<file path="config.mk">
export PLATFORM = sky130hd
export DESIGN_NAME = adcseq_top
export DESIGN_NICKNAME = d
export VERILOG_FILES = /design/src/rtl/adcseq_pkg.sv /design/src/rtl/adcseq_rr_pick.sv /design/src/rtl/adcseq_serial_rx.sv /design/src/rtl/adcseq_disc_track.sv /design/src/rtl/adcseq_top.sv
export SDC_FILE = /design/constraint.sdc
export NUM_CORES = 1
export LEC_CHECK = 0
export BUFFER_PORTS_ARGS = -buffer_cell sky130_fd_sc_hd__buf_2
export CAP_MARGIN = 10
export CORE_UTILIZATION = 40
export DETAILED_ROUTE_END_ITERATION = 7
export PLACE_DENSITY = 0.55
export SLEW_MARGIN = 20
export SYNTH_ARGS = -nofsm -noshare
export SYNTH_HDL_FRONTEND = slang
export SYNTH_SLANG_ARGS = --single-unit
</file>
<file path="constraint.sdc">
create_clock -name clk -period 7.05 [get_ports clk]
set_input_delay 0.3525 -clock clk [delete_from_list [all_inputs] [get_ports clk]]
set_output_delay 0.3525 -clock clk [all_outputs]
set_load 0.02 [all_outputs]
</file>
<file path="src/rtl/adcseq_pkg.sv">
`timescale 1ns/1ps
package adcseq_pkg;
  localparam int CH_W     = 3;
  localparam int NCH      = 1 << CH_W;
  localparam int SAMPLE_W = 12;
  localparam int NMON     = 2;

  typedef enum logic [1:0] {
    ST_IDLE,
    ST_SETTLE,
    ST_CONV,
    ST_DONE
  } seq_state_t;
endpackage

</file>
<file path="src/rtl/adcseq_rr_pick.sv">
`timescale 1ns/1ps
module adcseq_rr_pick #(
  parameter int CH_W = 3,
  localparam int NCH = 1 << CH_W
) (
  input  logic [CH_W-1:0] last,
  input  logic [NCH-1:0]  en,
  output logic            any,
  output logic [CH_W-1:0] pick
);
  always_comb begin
    logic found;
    found = 1'b0;
    pick  = last;
    for (int k = 1; k <= NCH; k++) begin
      logic [CH_W-1:0] cand;
      cand = last + CH_W'(k);
      if (!found && en[cand]) begin
        pick  = cand;
        found = 1'b1;
      end
    end
    any = found;
  end
endmodule

</file>
<file path="src/rtl/adcseq_serial_rx.sv">
`timescale 1ns/1ps
module adcseq_serial_rx #(
  parameter int DATA_W = 12,
  parameter int DIV_W  = 8,
  localparam int TOG_TOTAL = 2 * DATA_W,
  localparam int TOG_W = $clog2(TOG_TOTAL + 1)
) (
  input  logic              clk,
  input  logic              rst_n,
  input  logic              active,
  input  logic [DIV_W-1:0]  div,
  input  logic              sdata,
  output logic              sclk,
  output logic              done,
  output logic [DATA_W-1:0] word
);
  logic [DIV_W-1:0]  div_cnt;
  logic [DIV_W-1:0]  div_last;
  logic [TOG_W-1:0]  tog;
  logic              sclk_q;
  logic [DATA_W-1:0] sh;
  logic              edge_now;

  assign div_last = (div == '0) ? '0 : div - DIV_W'(1);
  assign edge_now = active && (div_cnt == div_last);
  assign done     = edge_now && (tog == TOG_W'(TOG_TOTAL - 1));
  assign sclk     = sclk_q;
  assign word     = sh;

  always_ff @(posedge clk or negedge rst_n) begin
    if (!rst_n) begin
      div_cnt <= '0;
      tog     <= '0;
      sclk_q  <= 1'b1;
      sh      <= '0;
    end else if (!active) begin
      div_cnt <= '0;
      tog     <= '0;
      sclk_q  <= 1'b1;
    end else if (edge_now) begin
      div_cnt <= '0;
      tog     <= tog + TOG_W'(1);
      sclk_q  <= ~sclk_q;
      if (!sclk_q) sh <= {sh[DATA_W-2:0], sdata};
    end else begin
      div_cnt <= div_cnt + DIV_W'(1);
    end
  end
endmodule

</file>
<file path="src/rtl/adcseq_disc_track.sv">
`timescale 1ns/1ps
module adcseq_disc_track #(
  parameter int NMON   = 2,
  parameter int CH_W   = 3,
  parameter int DATA_W = 12,
  parameter logic [NMON*CH_W-1:0] MON_CHS = {3'd3, 3'd2}
) (
  input  logic              clk,
  input  logic              rst_n,
  input  logic              load,
  input  logic [CH_W-1:0]   chan,
  input  logic [DATA_W-1:0] code,
  input  logic [DATA_W-1:0] thresh,
  output logic [NMON-1:0]   flag
);
  logic hit;
  assign hit = $signed(code) >= $signed(thresh);

  for (genvar g = 0; g < NMON; g++) begin : g_mon
    logic prev_q, flag_q;
    logic mine;
    assign mine = load && (chan == MON_CHS[g*CH_W +: CH_W]);
    always_ff @(posedge clk or negedge rst_n) begin
      if (!rst_n) begin
        prev_q <= 1'b0;
        flag_q <= 1'b0;
      end else if (mine) begin
        prev_q <= hit;
        if (hit == prev_q) flag_q <= hit;
      end
    end
    assign flag[g] = flag_q;
  end
endmodule

</file>
<file path="src/rtl/adcseq_top.sv">
`timescale 1ns/1ps
module adcseq_top
  import adcseq_pkg::*;
#(
  parameter int DATA_W   = SAMPLE_W,
  parameter int SETTLE_W = 16,
  parameter int DIV_W    = 8,
  parameter logic [NMON*CH_W-1:0] MON_CHS = {3'd3, 3'd2}
) (
  input  logic                clk,
  input  logic                rst_n,
  input  logic                run,
  input  logic [NCH-1:0]      ch_en,
  input  logic [SETTLE_W-1:0] settle_cycles,
  input  logic [DIV_W-1:0]    clk_div,
  input  logic [DATA_W-1:0]   disc_thresh,
  output logic                adc_cs_n,
  output logic                adc_sclk,
  output logic [CH_W-1:0]     adc_mux_sel,
  input  logic                adc_sdata,
  output logic                res_valid,
  input  logic                res_ready,
  output logic [CH_W-1:0]     res_chan,
  output logic [DATA_W-1:0]   res_code,
  output logic [NMON-1:0]     disc_flag
);
  seq_state_t          state;
  logic [SETTLE_W-1:0] settle_cnt;
  logic [CH_W-1:0]     last_ch, sel_q, next_ch;
  logic                any_en, rx_done, out_free, load;
  logic [DATA_W-1:0]   rx_word;

  adcseq_rr_pick #(.CH_W(CH_W)) u_pick (
    .last(last_ch), .en(ch_en), .any(any_en), .pick(next_ch)
  );

  adcseq_serial_rx #(.DATA_W(DATA_W), .DIV_W(DIV_W)) u_rx (
    .clk(clk), .rst_n(rst_n), .active(state == ST_CONV), .div(clk_div),
    .sdata(adc_sdata), .sclk(adc_sclk), .done(rx_done), .word(rx_word)
  );

  assign out_free    = !res_valid || res_ready;
  assign load        = (state == ST_DONE) && out_free;
  assign adc_cs_n    = (state != ST_CONV);
  assign adc_mux_sel = sel_q;

  always_ff @(posedge clk or negedge rst_n) begin
    if (!rst_n) begin
      state      <= ST_IDLE;
      settle_cnt <= '0;
      last_ch    <= CH_W'(NCH - 1);
      sel_q      <= '0;
    end else begin
      unique case (state)
        ST_IDLE: if (run && any_en) begin
          sel_q      <= next_ch;
          last_ch    <= next_ch;
          settle_cnt <= settle_cycles;
          state      <= ST_SETTLE;
        end
        ST_SETTLE: begin
          if (settle_cnt == '0) state <= ST_CONV;
          else settle_cnt <= settle_cnt - SETTLE_W'(1);
        end
        ST_CONV: if (rx_done) state <= ST_DONE;
        ST_DONE: if (out_free) state <= ST_IDLE;
        default: state <= ST_IDLE;
      endcase
    end
  end

  always_ff @(posedge clk or negedge rst_n) begin
    if (!rst_n) begin
      res_valid <= 1'b0;
      res_chan  <= '0;
      res_code  <= '0;
    end else if (load) begin
      res_valid <= 1'b1;
      res_chan  <= sel_q;
      res_code  <= rx_word;
    end else if (res_ready) begin
      res_valid <= 1'b0;
    end
  end

  adcseq_disc_track #(
    .NMON(NMON), .CH_W(CH_W), .DATA_W(DATA_W), .MON_CHS(MON_CHS)
  ) u_disc (
    .clk(clk), .rst_n(rst_n), .load(load), .chan(sel_q), .code(rx_word),
    .thresh(disc_thresh), .flag(disc_flag)
  );
endmodule

</file>
==> results.py <==
metrics = {
    "synthesis": {
        "yosys_register_bits": 70,
        "synth_cell_types": 64,
        "synth-edff-count": 0,
        "syn_avg_cell_area_um2": 9.81,
        "synth_top_area_cell": "dfrtp_1",
        "synthesis.area_mm2": 0.00485,
        "yosys_warnings": 0,
        "synthTopCellsByArea": "dfrtp_1, mux2_2, mux4_2, ha_1, a21oi_1",
        "netlist_instances": 494,
        "synth_top_area_share_pct": 34.1,
        "async_reset_ff_share_pct": 100,
        "ys_seq_area_share_pct": 36.2,
        "synth_flop_cell": "dfrtp_1",
        "synth_nets": 566,
    },
    "outcome": {
        "status": "finished with violations",
        "violations": "design-rule violations",
    },
    "place": {
        "pre_cts_ws_ns": 2.92,
        "place_inst": 688,
        "gp_congestion": 0.809,
        "port_buffers": 71,
        "hpwl_um": 7520,
    },
    "clock_tree": {
        "clockBufferDepth": 2,
        "numCtsBuffers": 9,
        "cts_resized": 0,
        "cts.reportedPaths.clkPinSlew_ns": 0.06,
        "htree_levels": 3,
        "cts-root-buf": "clkbuf_16",
        "clock_latency_ns": 0.33,
        "ctsHoldBuffers": 0,
        "post_cts_buffers": 0,
        "cts_tree": "built",
        "clock-sinks": 70,
    },
    "worst_setup_path": {
        "path_buf_inv": 1,
        "startpoint_type": "flip-flop",
        "critical-path-top-delay-family": "compound AO/OA/AOI/OAI gates",
        "crit_type": "reg -> reg",
        "critPathRequiredTime_ns": 7.23,
        "cpMaxStageDelayCell": "dfstp_2",
        "cp-end-kind": "flip-flop",
        "cpPeakStageDelay_ns": 0.89,
        "arrival_ns": 4.30,
        "crit_fanout": 28,
        "crit_chain": "inv_1 > ha_1 > mux4_2 > mux2i_1 > and3_1 > a41oi_1 > nand2_1 > o21ai_0 > o31ai_1",
    },
    "floorplan": {
        "io_pins": 72,
        "die_h_um": 112,
        "fp.coreArea_mm2": 0.0116,
        "die_area_mm2": 0.0126,
        "num_rows": 39,
        "dieWidth_um": 112,
        "start_util_pct": 41.7,
    },
    "sta": {
        "relSlewSlack_pct": 39.3,
        "tns_ns": 0,
        "fin_skew_ns": 0.00594,
        "final-hold-violation-count": 0,
        "rsz0062_at_grt": "no",
        "worst_slew_pin_slew_ns": 0.910,
        "fmax_mhz": 243,
        "whs_ns": 0.230,
        "slew_violations": 0,
        "finalSetupViolations": 0,
        "post-route-min-period_ns": 4.12,
        "period_share_pct": 58.5,
        "fin_ws_ns": 2.93,
    },
    "run": {
        "drv_cap": 0,
    },
    "power": {
        "peakVddDrop_v": 0.0000981,
        "power_density_mw_per_mm2": 187,
        "leakage_nw": 2.75,
        "fin_total_pwr_w": 0.00104,
    },
    "route": {
        "wl_per_cell_um": 15.2,
        "dr.pass1.iters": 6,
        "drcViolationCount": 8,
        "ant_nets": 0,
        "routed_wirelength_um": 10700,
        "vias_per_cell": 5.68,
        "drt_iter0_markers": 125,
        "vias": 3998,
    },
    "finish": {
        "final_nets": 628,
        "diodes": 0,
        "drive_gt1_share_pct": 26.0,
        "final_common_cell": "buf_2",
        "fill_cells": 1093,
        "area.growth.synth_to_final_pct": 14.9,
        "layout_common_cells": "buf_2, dfrtp_1, inv_1, mux2_2, nor2_1",
        "fin_cells": 704,
    },
    "global_routing": {
        "grt_pass1_vias": 3917,
        "antenna_found_initial": 0,
        "grt_first_pass_wirelength_um": 18500,
        "grt_max_degree": 71,
        "grt.overflow.total": 0,
        "grt_usage_pct": 18.2,
    },
    "worst_hold_path": {
        "hold_class": "in -> async",
    },
}
[worst paths after layout]
kind	from	to	slack (ns)	depth (start not counted)
worst max-delay path	last_ch[0]	settle_cnt[0]	2.93	9
worst min-delay path	rst_n	res_code[1]	0.23	2
worst max register to register	last_ch[0]	settle_cnt[0]	2.93	9
worst min register to register	res_code[0]	res_code[0]	0.48	2
max in group asynchronous	rst_n	u_disc.g_mon[1].flag_q	6.22	2
min in group clk	adc_sdata	u_rx.word[0]	0.26	2
[where the power goes]
part | leakage (nW) | internal [W] | switching (W)
Clock | 0.135 | 0.000248 | 0.000172
Sequential | 0.946 | 0.000432 | 0.0000397
Combinational | 1.66 | 0.0000739 | 0.0000786
[through the flow]
step | util [%] | cell area [um^2]
6_report | 48.0 | 5570
5_1_grt | 48.0 | 5570
4_1_cts | 48.0 | 5570
3_5_place_dp | 45.6 | 5290
3_3_place_gp | 45.6 | 5290
2_1_floorplan | - | 4850
[registers in the layout (all words and copies together), names as in the netlist]
name,flops
res_chan,3
u_rx.tog,5
last_ch,3
u_rx.word,12
adc_mux_sel,3
u_disc.g_mon.flag_q,2
state,2
res_code,12
u_disc.g_mon.prev_q,2
u_rx.div_cnt,8
res_valid,1
settle_cnt,16
u_rx.sclk,1
[Yosys cell counts, types with 7 or more instances]
cell       n
nand3_1   14
xor2_1    10
nor3_1    11
mux2i_1   11
ha_1      23
o21ai_0   23
inv_1     33
o22a_1    15
or3_1      8
mux2_2    33
clkbuf_1  13
nand2_1   31
a21oi_1   27
a31oi_1    7
and3_1     8
dfrtp_1   66
nand2b_1  13
mux4_2    14
nor2_1    32
[area by class of cell]
cell class / instances / area [um^2] / area share [%]
Multi-Input combinational cell: 368 / 2850 / 51.2
Sequential cell: 70 / 1760 / 31.5
Timing Repair Buffer: 74 / 378 / 6.78
Clock buffer: 11 / 243 / 4.36
Tap cell: 143 / 179 / 3.21
Inverter: 33 / 124 / 2.22
Clock inverter: 5 / 35.0 / 0.629
[layer usage]
| metal | global-route usage [%] | part of all wire (%) | up-vias |
|---|---|---|---|
| li1 | - | - | 1976 |
| met1 | 23.6 | 47 | 1919 |
| met2 | 30.6 | 47 | 94 |
| met3 | 4.27 | 4.4 | 9 |
| met4 | 4.71 | 1.0 | 0 |
| met5 | 0 | 0 | - |
[cell families (layout without fill, tap and decap cells)]
group / count (synthesis) / count (layout) / synth area share [%]
flip-flops: 70 / 70 / 36.2
buffers and inverters: 56 / 123 / 4.88
adder cells (fa/ha/maj): 23 / 23 / 5.94
AO/OA/AOI/OAI: 127 / 127 / 18.3
XOR/XNOR: 15 / 15 / 2.71
AND/OR/NAND/NOR: 145 / 145 / 15.5
multiplexers: 58 / 58 / 16.4
No activity file was read; power rests on OpenSTA's default activity.
